**src/rtl/flane_pkg.sv**
```systemverilog
package flane_pkg;

   localparam logic [2:0] PH_IDLE  = 3'd0;
   localparam logic [2:0] PH_CMD   = 3'd1;
   localparam logic [2:0] PH_ADDR  = 3'd2;
   localparam logic [2:0] PH_DUMMY = 3'd3;
   localparam logic [2:0] PH_WDATA = 3'd4;
   localparam logic [2:0] PH_RDATA = 3'd5;

   // log2 of the active lane count
   typedef enum logic [1:0] {
      LW1 = 2'd0,
      LW2 = 2'd1,
      LW4 = 2'd2
   } lw_e;

   function automatic lw_e pick_width(input logic [2:0] code, input logic [2:0] ph);
      lw_e r;
      r = LW1;
      case (ph)
         PH_ADDR: begin
            if (code == 3'd2)      r = LW2;
            else if (code == 3'd4) r = LW4;
         end
         PH_WDATA, PH_RDATA: begin
            case (code)
               3'd1, 3'd2: r = LW2;
               3'd3, 3'd4: r = LW4;
               default:    r = LW1;
            endcase
         end
         default: r = LW1;
      endcase
      return r;
   endfunction

endpackage

```
**src/rtl/flane_decode.sv**
```systemverilog
module flane_decode (
   input  logic            [2:0] if_code,
   input  logic            [2:0] phase,
   output flane_pkg::lw_e        lw,
   output logic                  drive,
   output logic                  sample,
   output logic            [3:0] lane_mask
);
   import flane_pkg::*;

   always_comb begin
      lw     = pick_width(if_code, phase);
      drive  = (phase == PH_CMD) || (phase == PH_ADDR) || (phase == PH_WDATA);
      sample = (phase == PH_RDATA);
      lane_mask = 4'b0000;
      if (drive) begin
         case (lw)
            LW4:     lane_mask = 4'b1111;
            LW2:     lane_mask = 4'b0011;
            default: lane_mask = 4'b0001;
         endcase
      end
   end

endmodule

```
**src/rtl/flane_counter.sv**
```systemverilog
module flane_counter #(
   parameter int BYTE_W = 8
) (
   input  logic           clk,
   input  logic           rst_n,
   input  logic           active,
   input  flane_pkg::lw_e lw,
   output logic           at_first,
   output logic           at_last
);
   import flane_pkg::*;

   localparam int CNT_W = $clog2(BYTE_W);
   localparam logic [CNT_W-1:0] LIM1 = CNT_W'(BYTE_W - 1);
   localparam logic [CNT_W-1:0] LIM2 = CNT_W'(BYTE_W / 2 - 1);
   localparam logic [CNT_W-1:0] LIM4 = CNT_W'(BYTE_W / 4 - 1);

   logic [CNT_W-1:0] cnt;
   logic [CNT_W-1:0] lim;

   always_comb begin
      case (lw)
         LW4:     lim = LIM4;
         LW2:     lim = LIM2;
         default: lim = LIM1;
      endcase
   end

   assign at_first = (cnt == '0);
   assign at_last  = (cnt >= lim);

   always_ff @(posedge clk or negedge rst_n) begin
      if (!rst_n)                cnt <= '0;
      else if (!active || at_last) cnt <= '0;
      else                       cnt <= cnt + 1'b1;
   end


   idle_restart_chk: assert property (@(posedge clk) disable iff (!rst_n)
      !active |=> at_first);

endmodule

```
**src/rtl/flane_serializer.sv**
```systemverilog
module flane_serializer #(
   parameter int BYTE_W = 8
) (
   input  logic              clk,
   input  logic              rst_n,
   input  logic [2:0]        if_code,
   input  logic [2:0]        phase,
   input  logic [BYTE_W-1:0] tx_byte,
   output logic              byte_done,
   output logic [3:0]        io_out,
   output logic [3:0]        io_oe,
   input  logic [3:0]        io_in,
   output logic [BYTE_W-1:0] rx_byte,
   output logic              rx_valid
);
   import flane_pkg::*;

   generate
      if (BYTE_W < 8 || (BYTE_W % 4) != 0) begin : g_bad_width
         $error("flane_serializer: BYTE_W must be a multiple of 4 and at least 8");
      end
   endgenerate

   lw_e        lw;
   logic       drive;
   logic       sample;
   logic       active;
   logic [3:0] lane_mask;
   logic       at_first;
   logic       at_last;

   flane_decode u_dec (
      .if_code   (if_code),
      .phase     (phase),
      .lw        (lw),
      .drive     (drive),
      .sample    (sample),
      .lane_mask (lane_mask)
   );

   assign active = drive | sample;

   flane_counter #(.BYTE_W(BYTE_W)) u_cnt (
      .clk      (clk),
      .rst_n    (rst_n),
      .active   (active),
      .lw       (lw),
      .at_first (at_first),
      .at_last  (at_last)
   );

   assign byte_done = active & at_last;

   // transmit path
   logic [BYTE_W-1:0] tx_sh;
   logic [BYTE_W-1:0] tx_word;
   logic [BYTE_W-1:0] tx_rest;
   logic [3:0]        tx_lanes;

   assign tx_word = at_first ? tx_byte : tx_sh;

   always_comb begin
      case (lw)
         LW4:     tx_rest = {tx_word[BYTE_W-5:0], 4'b0000};
         LW2:     tx_rest = {tx_word[BYTE_W-3:0], 2'b00};
         default: tx_rest = {tx_word[BYTE_W-2:0], 1'b0};
      endcase
   end

   generate
      for (genvar l = 0; l < 4; l++) begin : g_lane
         if (l == 0) begin : g_l0
            assign tx_lanes[l] = (lw == LW4) ? tx_word[BYTE_W-4] :
                                 (lw == LW2) ? tx_word[BYTE_W-2] : tx_word[BYTE_W-1];
         end else if (l == 1) begin : g_l1
            assign tx_lanes[l] = (lw == LW4) ? tx_word[BYTE_W-3] :
                                 (lw == LW2) ? tx_word[BYTE_W-1] : 1'b0;
         end else begin : g_lhi
            assign tx_lanes[l] = (lw == LW4) ? tx_word[BYTE_W-4+l] : 1'b0;
         end
      end
   endgenerate

   // receive path
   logic [BYTE_W-2:0] rx_sh;
   logic [BYTE_W-1:0] rx_next;

   always_comb begin
      case (lw)
         LW4:     rx_next = {rx_sh[BYTE_W-5:0], io_in[3:0]};
         LW2:     rx_next = {rx_sh[BYTE_W-3:0], io_in[1:0]};
         default: rx_next = {rx_sh[BYTE_W-2:0], io_in[1]};
      endcase
   end

   always_ff @(posedge clk or negedge rst_n) begin
      if (!rst_n) begin
         io_out   <= '0;
         io_oe    <= '0;
         tx_sh    <= '0;
         rx_sh    <= '0;
         rx_byte  <= '0;
         rx_valid <= 1'b0;
      end else begin
         if (drive) begin
            io_out <= tx_lanes;
            io_oe  <= lane_mask;
            tx_sh  <= tx_rest;
         end else begin
            io_out <= '0;
            io_oe  <= '0;
         end
         if (sample) rx_sh <= rx_next[BYTE_W-2:0];
         rx_valid <= sample & at_last;
         if (sample && at_last) rx_byte <= rx_next;
      end
   end


   done_spacing_chk: assert property (@(posedge clk) disable iff (!rst_n)
      byte_done |=> !byte_done);


   cmd_single_oe_chk: assert property (@(posedge clk) disable iff (!rst_n)
      (phase == PH_CMD) |=> (io_oe == 4'b0001));


   dummy_release_chk: assert property (@(posedge clk) disable iff (!rst_n)
      (phase == PH_DUMMY) |=> (io_oe == 4'b0000 && io_out == 4'b0000));


   rx_after_done_chk: assert property (@(posedge clk) disable iff (!rst_n)
      (byte_done && phase == PH_RDATA) |=> rx_valid);


   rx_pulse_chk: assert property (@(posedge clk) disable iff (!rst_n)
      rx_valid |=> !rx_valid);


   idle_quiet_chk: assert property (@(posedge clk) disable iff (!rst_n)
      (phase == PH_IDLE) |=> (io_oe == 4'b0000 && io_out == 4'b0000));

endmodule

```
**config.mk**
```make
export PLATFORM = sky130hd
export DESIGN_NAME = flane_serializer
export DESIGN_NICKNAME = d
export VERILOG_FILES = /design/src/rtl/flane_pkg.sv /design/src/rtl/flane_decode.sv /design/src/rtl/flane_counter.sv /design/src/rtl/flane_serializer.sv
export SDC_FILE = /design/constraint.sdc
export NUM_CORES = 1
export LEC_CHECK = 0
export BUFFER_PORTS_ARGS = -buffer_cell sky130_fd_sc_hd__clkbuf_2
export CAP_MARGIN = 20
export CORE_UTILIZATION = 45
export DETAILED_ROUTE_END_ITERATION = 12
export PLACE_DENSITY_LB_ADDON = 0.15
export SYNTH_ARGS = -nofsm -noshare
export SYNTH_HDL_FRONTEND = slang
export SYNTH_HIERARCHICAL = 1
export SYNTH_SLANG_ARGS = --single-unit
```
**constraint.sdc**
```tcl
create_clock -name clk -period 4.9 [get_ports clk]
set_clock_uncertainty 0.15 [all_clocks]
set_input_delay 0.98 -clock clk [delete_from_list [all_inputs] [get_ports clk]]
set_output_delay 0.98 -clock clk [all_outputs]
set_load 0.01 [all_outputs]
```
# == Yosys cells after proc, flatten, opt, wreduce, memory -nomap -nowiden ==
# Cells that the tools add are included.
# word_totals
reg_bits,35
output_inout_bits,18
# classes
bitwise_logic,3
n_eq_ne,10
addsub,1
order_cmp,1
mux,18
n_reduce_logical,9
# ops
cell,count
$pmux 8 s2,2
$eq 3x2->1 const B,3
$eq 3x3->1 const B,3
$mux 4,2
$mux 8,1
$pmux 2 s2,2
$pmux 4 s2,1
$eq 3x1->1 const B,2
$mux 1,6
$pmux 3 s2,1
$reduce_or 2->1,3
$mux 2,2
$add 3x1->3 const B,1
$ge 3x3->1,1
$logic_not 3->1,1
$logic_or 1x1->1,3
$mux 3,1
$and 1x1->1,2
$eq 2x1->1 const B,1
$eq 2x2->1 const B,1
$logic_and 1x1->1,1
$logic_not 1->1,1
$or 1x1->1,1

# == Depth between registers and ports, before layout ==
# Gate-level depths: netlist of the first run.
# logic_depth
depth_word,9
depth_mapped,11
ltp_nobuf,11

# == Cells and area by module ==
# Netlist of the first run, hierarchy kept.
# by_module_without_submodules
module,seq_area_each_um2,cells_each,area_per_inst_um2,instances
flane_serializer,775.7,142,1527.7,1
flane_counter,75.1,21,224.0,1
flane_decode,0.0,19,141.4,1

# == Worst setup path before layout of the first run ==
# OpenSTA, ideal clock, no wires.
# synth_timing
path_type,input -> output
start,in phase[1]
end,out byte_done
arrival_ns,2.646
cell_stages,9
slack_ns,1.124
cell_sequence,and2b_1 > o21ai_1 > a21oi_1 > inv_1 > ha_1 > ha_1 > a21o_2 > a21o_2 > and2_1
# synth_between
elab_chain_len,7
word_cells_on_any_way,14
cone_classes,1 x order compare; 6 x eq/ne; 2 x mux; 2 x bitwise; 3 x reduce/logical
# synth_rtl
item,line,rtl
"start, declared",flane_serializer.sv:7,"input logic [2:0] phase,"
$eq 3x3->1,flane_pkg.sv:20,case (ph)
$reduce_or 2->1,flane_pkg.sv:20,
$pmux 2 s2 *,flane_pkg.sv:20,
via lw[0],flane_serializer.sv:24,lw_e lw;
$eq 2x1->1 / $eq 2x2->1 (equally long branches),flane_counter.sv:22,case (lw)
$pmux 3 s2 *,flane_counter.sv:22,
$ge 3x3->1 *,flane_counter.sv:30,assign at_last = (cnt >= lim);
via at_last,flane_serializer.sv:30,logic at_last;
$and 1x1->1 *,flane_serializer.sv:52,assign byte_done = active & at_last;
"end, declared",flane_serializer.sv:9,"output logic byte_done,"
# The timed path passes the listed nets; every way through them passes the cells marked *.

# == Final worst setup path of the first run ==
# Same ends and word-level chain as after synthesis.

==> results of run 1 <==
-- metal layers --
metal	global-route usage (%)	wire length, um	vias up	part of all wire (%)
li1	-	-	707	-
met1	22.22	1672	717	44
met2	32.58	1899	43	49
met3	4.966	199	8	5.2
met4	8.777	68	0	1.8
met5	0	0	-	0
-- cell usage after synthesis (5+ instances only) --
cell	instances
sky130_fd_sc_hd__o21ai_0	11
sky130_fd_sc_hd__clkbuf_1	5
sky130_fd_sc_hd__mux2_2	15
sky130_fd_sc_hd__a22oi_1	6
sky130_fd_sc_hd__a21oi_1	8
sky130_fd_sc_hd__nand2_1	16
sky130_fd_sc_hd__inv_1	8
sky130_fd_sc_hd__nor2_1	9
sky130_fd_sc_hd__nor2b_1	6
sky130_fd_sc_hd__ha_1	10
sky130_fd_sc_hd__dfrtp_1	34
sky130_fd_sc_hd__and2_1	7
-- cell families after synthesis --
| kind of cell | synth area share [%] |
|---|---|
| and+or+nand+nor | 15.07 |
| AOI/OAI and AO/OA | 16.46 |
| DFF | 44.94 |
| buffers and inverters | 4.957 |
| muxes | 11.04 |
| adders and majority gates | 6.609 |
| xor gates and xnor gates | 0.9255 |
-- sequential cells by signal (all words and copies together), names as in the netlist --
name and cells:
rx_sh 7, tx_sh 7, rx_valid 1, io_out 4, rx_byte 8, io_oe 4, u_cnt/cnt 3
-- metrics by stage --
step / instance area [sq um] / utilization (%) / setup slack (ns)
detailed placement: 2088 / 51.83 / 0.7188
finish: 2165 / 53.73 / 0.6962
CTS: 2165 / 53.73 / 0.7202
global placement: 2088 / 51.83 / 0.8456
floorplan: 1893 / - / 1.124
global route: 2165 / 53.73 / 0.5718
-- final cells by class --
| type | count | area [sq um] |
|---|---|---|
| Sequential cell | 34 | 850.8 |
| Inverter | 9 | 33.78 |
| Timing Repair Buffer | 38 | 192.7 |
| Clock buffer | 7 | 76.32 |
| Fill cell | 375 | 1864 |
| Tap cell | 50 | 62.56 |
| Multi-Input combinational cell | 128 | 948.4 |
-- path summary, 6_finish.rpt --
check,startpoint,endpoint,slack [ns],cells past startpoint
max,phase[1],byte_done,0.70,11
min,rx_byte[0],rx_byte[0],0.34,2
max reg2reg,u_cnt/cnt[0],tx_sh[5],2.23,6
min reg2reg,rx_byte[0],rx_byte[0],0.34,2
max in group asynchronous,rst_n,rx_byte[6],3.42,1
min in group asynchronous,rst_n,io_out[2],0.64,1
-- worst min-delay path: stages, from the launching register on --
cell	delay, ns
sky130_fd_sc_hd__dfrtp_1	0.34
sky130_fd_sc_hd__nand2_1	0.05
sky130_fd_sc_hd__o21ai_0	0.06
-- power groups by stage --
stage / Combinational, mW / Clock, mW / Sequential [mW]
final: 0.205 / 0.188 / 0.369
after floorplan: 0.153 / 0 / 0.370
after global routing: 0.230 / 0.206 / 0.375
after CTS: 0.207 / 0.195 / 0.368
after global placement: 0.199 / 0 / 0.371
after detailed placement: 0.206 / 0 / 0.373
-- cells in the final DEF (no fill, tap or decap), types with 5 or more instances in the layout --
master / Yosys / routed
sky130_fd_sc_hd__a22oi_1: 6 / 6
sky130_fd_sc_hd__clkbuf_8: 0 / 5
sky130_fd_sc_hd__o21ai_0: 11 / 11
sky130_fd_sc_hd__mux2_2: 15 / 15
sky130_fd_sc_hd__inv_1: 8 / 8
sky130_fd_sc_hd__clkbuf_2: 0 / 37
sky130_fd_sc_hd__nor2_1: 9 / 9
sky130_fd_sc_hd__dfrtp_1: 34 / 34
sky130_fd_sc_hd__and2_1: 7 / 7
sky130_fd_sc_hd__nor2b_1: 6 / 6
sky130_fd_sc_hd__nand2_1: 16 / 16
sky130_fd_sc_hd__ha_1: 10 / 10
sky130_fd_sc_hd__a21oi_1: 8 / 8
==> flow_metrics.env, run 1 <==
export IMPL_status="finished, final reports clean"
export IMPL_timing_slew_headroom_pct=33.32
export IMPL_yosysTopAreaCell="sky130_fd_sc_hd__dfrtp_1"
export IMPL_post_dp_hpwl_um=2755
export IMPL_syn_mean_instance_area_sq_um=10.40
export IMPL_synthesis_instances=182
export IMPL_worst_pin_slew_ns=0.9981
export IMPL_grt_usage_pct=19.12
export IMPL_ant_nets=0
export IMPL_vert_die_dim_um=66.86
export IMPL_share_comb_of_total_power_pct=26.9
export IMPL_slew_violations=0
export IMPL_vdd_drop_max_mv=0.2346
export IMPL_fp_dieArea_sq_mm=0.004470
export IMPL_power_per_cell_area_mw_per_mm2=352.3
export IMPL_yosysSeqAreaShare_pct=44.94
export IMPL_h_tree_level_count=2
export IMPL_power_dissipated_by_switching_net_loads_uw=231.4
export IMPL_routed_wl_um=3840
export IMPL_synth_flop_cell="sky130_fd_sc_hd__dfrtp_1"
export IMPL_gpl_final_weighted_congestion=0.7835
export IMPL_count_of_flip_flops_with_a_built_in_enable_after_synthesis=0
export IMPL_cts_repair_timing_setup_buffer_count=0
export IMPL_grt_antenna_before_repair=0
export IMPL_post_cts_resized_instances=0
export IMPL_leakagePower_nw=1.040
export IMPL_cap_violations=0
export IMPL_internal_power_uw=531.1
export IMPL_setup_worst_path_class="in -> out"
export IMPL_min_delay_path_class="reg -> reg"
export IMPL_routed_via_density=5.545
export IMPL_post_synth_instance_area_sq_mm=0.001893
export IMPL_fin_cells=266
export IMPL_syn2layout_area_growth_pct=14.34
export IMPL_design_final_nets=246
export IMPL_cp_data_required_time_ns=3.77
export IMPL_finalSetupViolCount=0
export IMPL_clkLatencyLatePin_ns=0.29
export IMPL_drt_pre_antenna_iters=6
export IMPL_timing_critical_path_buf_inv=3
export IMPL_timing_setup_tns_ns=0
export IMPL_num_io_pins=38
export IMPL_first_global_vias=1422
export IMPL_cts_num_sinks=34
export IMPL_clock_fmax_mhz=237.9
export IMPL_wire_length_of_the_first_global_routing_pass_um=6272
export IMPL_finalWorstPathRequiredPeriod_ns=4.204
export IMPL_worstPathArrival_ns=3.07
export IMPL_crit_path_top_delay_cell="sky130_fd_sc_hd__a21oi_1"
export IMPL_synth_lib_cells_used_distinct=44
export IMPL_final_layout_size_suffix_gt1_share_pct=31.02
export IMPL_global_route_overflow_total=0
export IMPL_p_total_uw=762.5
export IMPL_crit_path_cell_trace="clkbuf_2, and2b_1, nand3b_1, a21oi_1, inv_1, ha_1, ha_1, a21o_2, a21o_2, and2_1, clkbuf_2"
export IMPL_synthDominantCellAreaShare_pct=44.94
export IMPL_cp_max_fo=5
export IMPL_critical_path_max_stage_delay_ns=0.32
export IMPL_timing_hold_ws_ns=0.3399
export IMPL_grt_max_degree=35
export IMPL_power_frac_clock_pct=24.7
export IMPL_cts_hold_buffers=0
export IMPL_floorplan_initialDensity_pct=46.99
export IMPL_min_period_over_period_pct=85.79
export IMPL_detail_route_drc_violations=0
export IMPL_core_rowCount=23
export IMPL_finalHoldViolations=0
export IMPL_core_sq_mm=0.004029
export IMPL_rsz0062_at_grt="no"
export IMPL_root_buffer_cell="sky130_fd_sc_hd__clkbuf_8"
export IMPL_cts_made_buffers=5
export IMPL_netlist_top_cells_area="sky130_fd_sc_hd__dfrtp_1 (45%), sky130_fd_sc_hd__mux2_2 (8.9%), sky130_fd_sc_hd__ha_1 (6.6%)"
export IMPL_synth_net_count=212
export IMPL_switching_share_pct=30.34
export IMPL_max_clock_path_buffers=2
export IMPL_start_kind="input port"
export IMPL_worst_path_clk_slew_ns=0.06
export IMPL_critical_path_endpoint_type="primary output"
export IMPL_die_width_um=66.86
export IMPL_io_buffers=37
export IMPL_cts_tree="done"
export IMPL_ys_warnings_count=6
export IMPL_routedWlPerCell_um=14.44
export IMPL_vias=1475
export IMPL_ys_async_sr_fraction_pct=100.0
export IMPL_drt_iter0_markers=128
export IMPL_synth_seq_cells=34
export IMPL_diodes=0
export IMPL_worst_path_dominant_cell_family="compound AO/OA/AOI/OAI gates"
export IMPL_seq_power_share_pct=48.4
export IMPL_post_place_cells=259
No activity file was read; power rests on OpenSTA's default activity.
==> inputs of run 2 (changes only) <==
--- a/config.mk
+++ b/config.mk
@@ -8,6 +8,7 @@
 export BUFFER_PORTS_ARGS = -buffer_cell sky130_fd_sc_hd__clkbuf_2
 export CAP_MARGIN = 20
 export CORE_UTILIZATION = 45
+export CTS_BUF_LIST = sky130_fd_sc_hd__clkbuf_16
 export DETAILED_ROUTE_END_ITERATION = 12
 export PLACE_DENSITY_LB_ADDON = 0.15
 export SYNTH_ARGS = -nofsm -noshare
==> run 2 against run 1 <==
  * Via count up 0.54%
  * Hold slack got worse by 0.0030 ns
  * Register-to-register slack about the same
  * Sequential cell count did not move
  * Critical path type unchanged
==> flow_metrics.env, run 2 (synthesized netlist as in run 1, its figures left out) <==
export IMPL_vert_die_dim_um=66.86
export IMPL_switching_share_pct=28.70
export IMPL_vdd_drop_max_mv=0.2107
export IMPL_timing_setup_tns_ns=0
export IMPL_layout_cells_most_common="sky130_fd_sc_hd__clkbuf_2"
export IMPL_worst_pin_slew_ns=0.9919
export IMPL_h_tree_level_count=2
export IMPL_syn2layout_area_growth_pct=17.32
export IMPL_rsz0062_at_grt="no"
export IMPL_mostFrequentLayoutCells="sky130_fd_sc_hd__clkbuf_2 (37), sky130_fd_sc_hd__dfrtp_1 (34), sky130_fd_sc_hd__nand2_1 (16)"
export IMPL_core_rowCount=23
export IMPL_share_comb_of_total_power_pct=23.7
export IMPL_die_width_um=66.86
export IMPL_detail_route_drc_violations=0
export IMPL_drt_pre_antenna_iters=4
export IMPL_routed_via_density=5.575
export IMPL_internal_power_uw=615.3
export IMPL_grt_antenna_before_repair=0
export IMPL_cp_data_required_time_ns=3.77
export IMPL_min_delay_path_class="reg -> reg"
export IMPL_routed_wl_um=3861
export IMPL_slew_violations=0
export IMPL_start_kind="input port"
export IMPL_cap_violations=0
export IMPL_io_buffers=37
export IMPL_critical_path_endpoint_type="primary output"
export IMPL_max_clock_path_buffers=2
export IMPL_core_sq_mm=0.004029
export IMPL_design_final_nets=246
export IMPL_seq_power_share_pct=42.9
export IMPL_setup_worst_path_class="in -> out"
export IMPL_cts_repair_timing_setup_buffer_count=0
export IMPL_clock_fmax_mhz=239.3
export IMPL_top_register="rx_byte"
export IMPL_timing_slew_headroom_pct=33.74
export IMPL_post_dp_hpwl_um=2755
export IMPL_nFillCells=370
export IMPL_status="finished, final reports clean"
export IMPL_worstPathArrival_ns=3.05
export IMPL_grt_usage_pct=19.32
export IMPL_final_layout_size_suffix_gt1_share_pct=31.02
export IMPL_finalWorstPathRequiredPeriod_ns=4.179
export IMPL_max_reg_flops=8
export IMPL_worst_path_clk_slew_ns=0.05
export IMPL_cts_num_sinks=34
export IMPL_gpl_final_weighted_congestion=0.7835
export IMPL_grt_max_degree=35
export IMPL_finalHoldViolations=0
export IMPL_global_route_overflow_total=0
export IMPL_root_buffer_cell="sky130_fd_sc_hd__clkbuf_16"
export IMPL_power_frac_clock_pct=33.4
export IMPL_power_per_cell_area_mw_per_mm2=388.5
export IMPL_vias=1483
export IMPL_ant_nets=0
export IMPL_clkLatencyLatePin_ns=0.28
export IMPL_cts_hold_buffers=0
export IMPL_routedWlPerCell_um=14.52
export IMPL_num_io_pins=38
export IMPL_floorplan_initialDensity_pct=46.99
export IMPL_drt_iter0_markers=137
export IMPL_min_period_over_period_pct=85.28
export IMPL_reg_largest_list="rx_byte (8), rx_sh (7), tx_sh (7)"
export IMPL_timing_hold_ws_ns=0.3369
export IMPL_cts_tree="done"
export IMPL_leakagePower_nw=1.074
export IMPL_fp_dieArea_sq_mm=0.004470
export IMPL_finalSetupViolCount=0
export IMPL_cts_made_buffers=5
export IMPL_cp_max_fo=5
export IMPL_first_global_vias=1396
export IMPL_diodes=0
export IMPL_wire_length_of_the_first_global_routing_pass_um=6299
export IMPL_power_dissipated_by_switching_net_loads_uw=247.6
export IMPL_post_cts_resized_instances=0
## run 2: power groups by stage
| stage | combinational [mW] | clock, mW | sequential, mW |
|---|---|---|---|
| after CTS | 0.207 | 0.293 | 0.369 |
| after floorplan | 0.153 | 0 | 0.370 |
| after global placement | 0.199 | 0 | 0.371 |
| after global routing | 0.230 | 0.303 | 0.376 |
| final | 0.205 | 0.288 | 0.370 |
| after detailed placement | 0.206 | 0 | 0.373 |
## run 2: layout make-up
| type | count | area [sq um] | share of cell area [%] |
|---|---|---|---|
| clock buffer | 5 | 125.1 | 5.634 |
| timing repair buffer | 38 | 192.7 | 8.676 |
| multi-input combinational | 128 | 948.4 | 42.70 |
| tap | 50 | 62.56 | 2.817 |
| inverter | 9 | 33.78 | 1.521 |
| sequential | 34 | 850.8 | 38.31 |
| clock inverter | 2 | 7.507 | 0.3380 |
## run 2: worst max-delay path, cell delays in order
cell	delay (ns)
sky130_fd_sc_hd__clkbuf_2	0.10
sky130_fd_sc_hd__and2b_1	0.27
sky130_fd_sc_hd__nand3b_1	0.14
sky130_fd_sc_hd__a21oi_1	0.32
sky130_fd_sc_hd__inv_1	0.08
sky130_fd_sc_hd__ha_1	0.21
sky130_fd_sc_hd__ha_1	0.27
sky130_fd_sc_hd__a21o_2	0.21
sky130_fd_sc_hd__a21o_2	0.21
sky130_fd_sc_hd__and2_1	0.13
sky130_fd_sc_hd__clkbuf_2	0.12
## run 2: final timing paths
check,start,end,slack [ns],depth (start not counted)
worst max register to register,u_cnt/cnt[0],tx_sh[5],2.24,6
worst min-delay path,rx_byte[0],rx_byte[0],0.34,2
min in group asynchronous,rst_n,io_oe[0],0.63,1
worst max-delay path,phase[1],byte_done,0.72,11
max in group asynchronous,rst_n,rx_byte[6],3.44,1
worst min register to register,rx_byte[0],rx_byte[0],0.34,2
## run 2: layer usage
layer	wire length, um	up-vias	GRT usage [%]	part of all wire [%]
met1	1676	725	23.03	43
met5	0	-	0	0
met4	78	0	8.777	2.0
met3	176	10	4.281	4.6
li1	-	709	-	-
met2	1929	39	32.83	50
## run 2: through the flow
step / instance area [sq um] / power, mW / setup WS [ns] / instances / util, %
floorplan: 1893 / 0.5227 / 1.124 / 182 / -
global placement: 2088 / 0.5702 / 0.8456 / 259 / 51.83
detailed placement: 2088 / 0.5794 / 0.7188 / 259 / 51.83
CTS: 2221 / 0.8695 / 0.7202 / 266 / 55.12
global route: 2221 / 0.9092 / 0.5718 / 266 / 55.12
finish: 2221 / 0.8629 / 0.7212 / 266 / 55.12
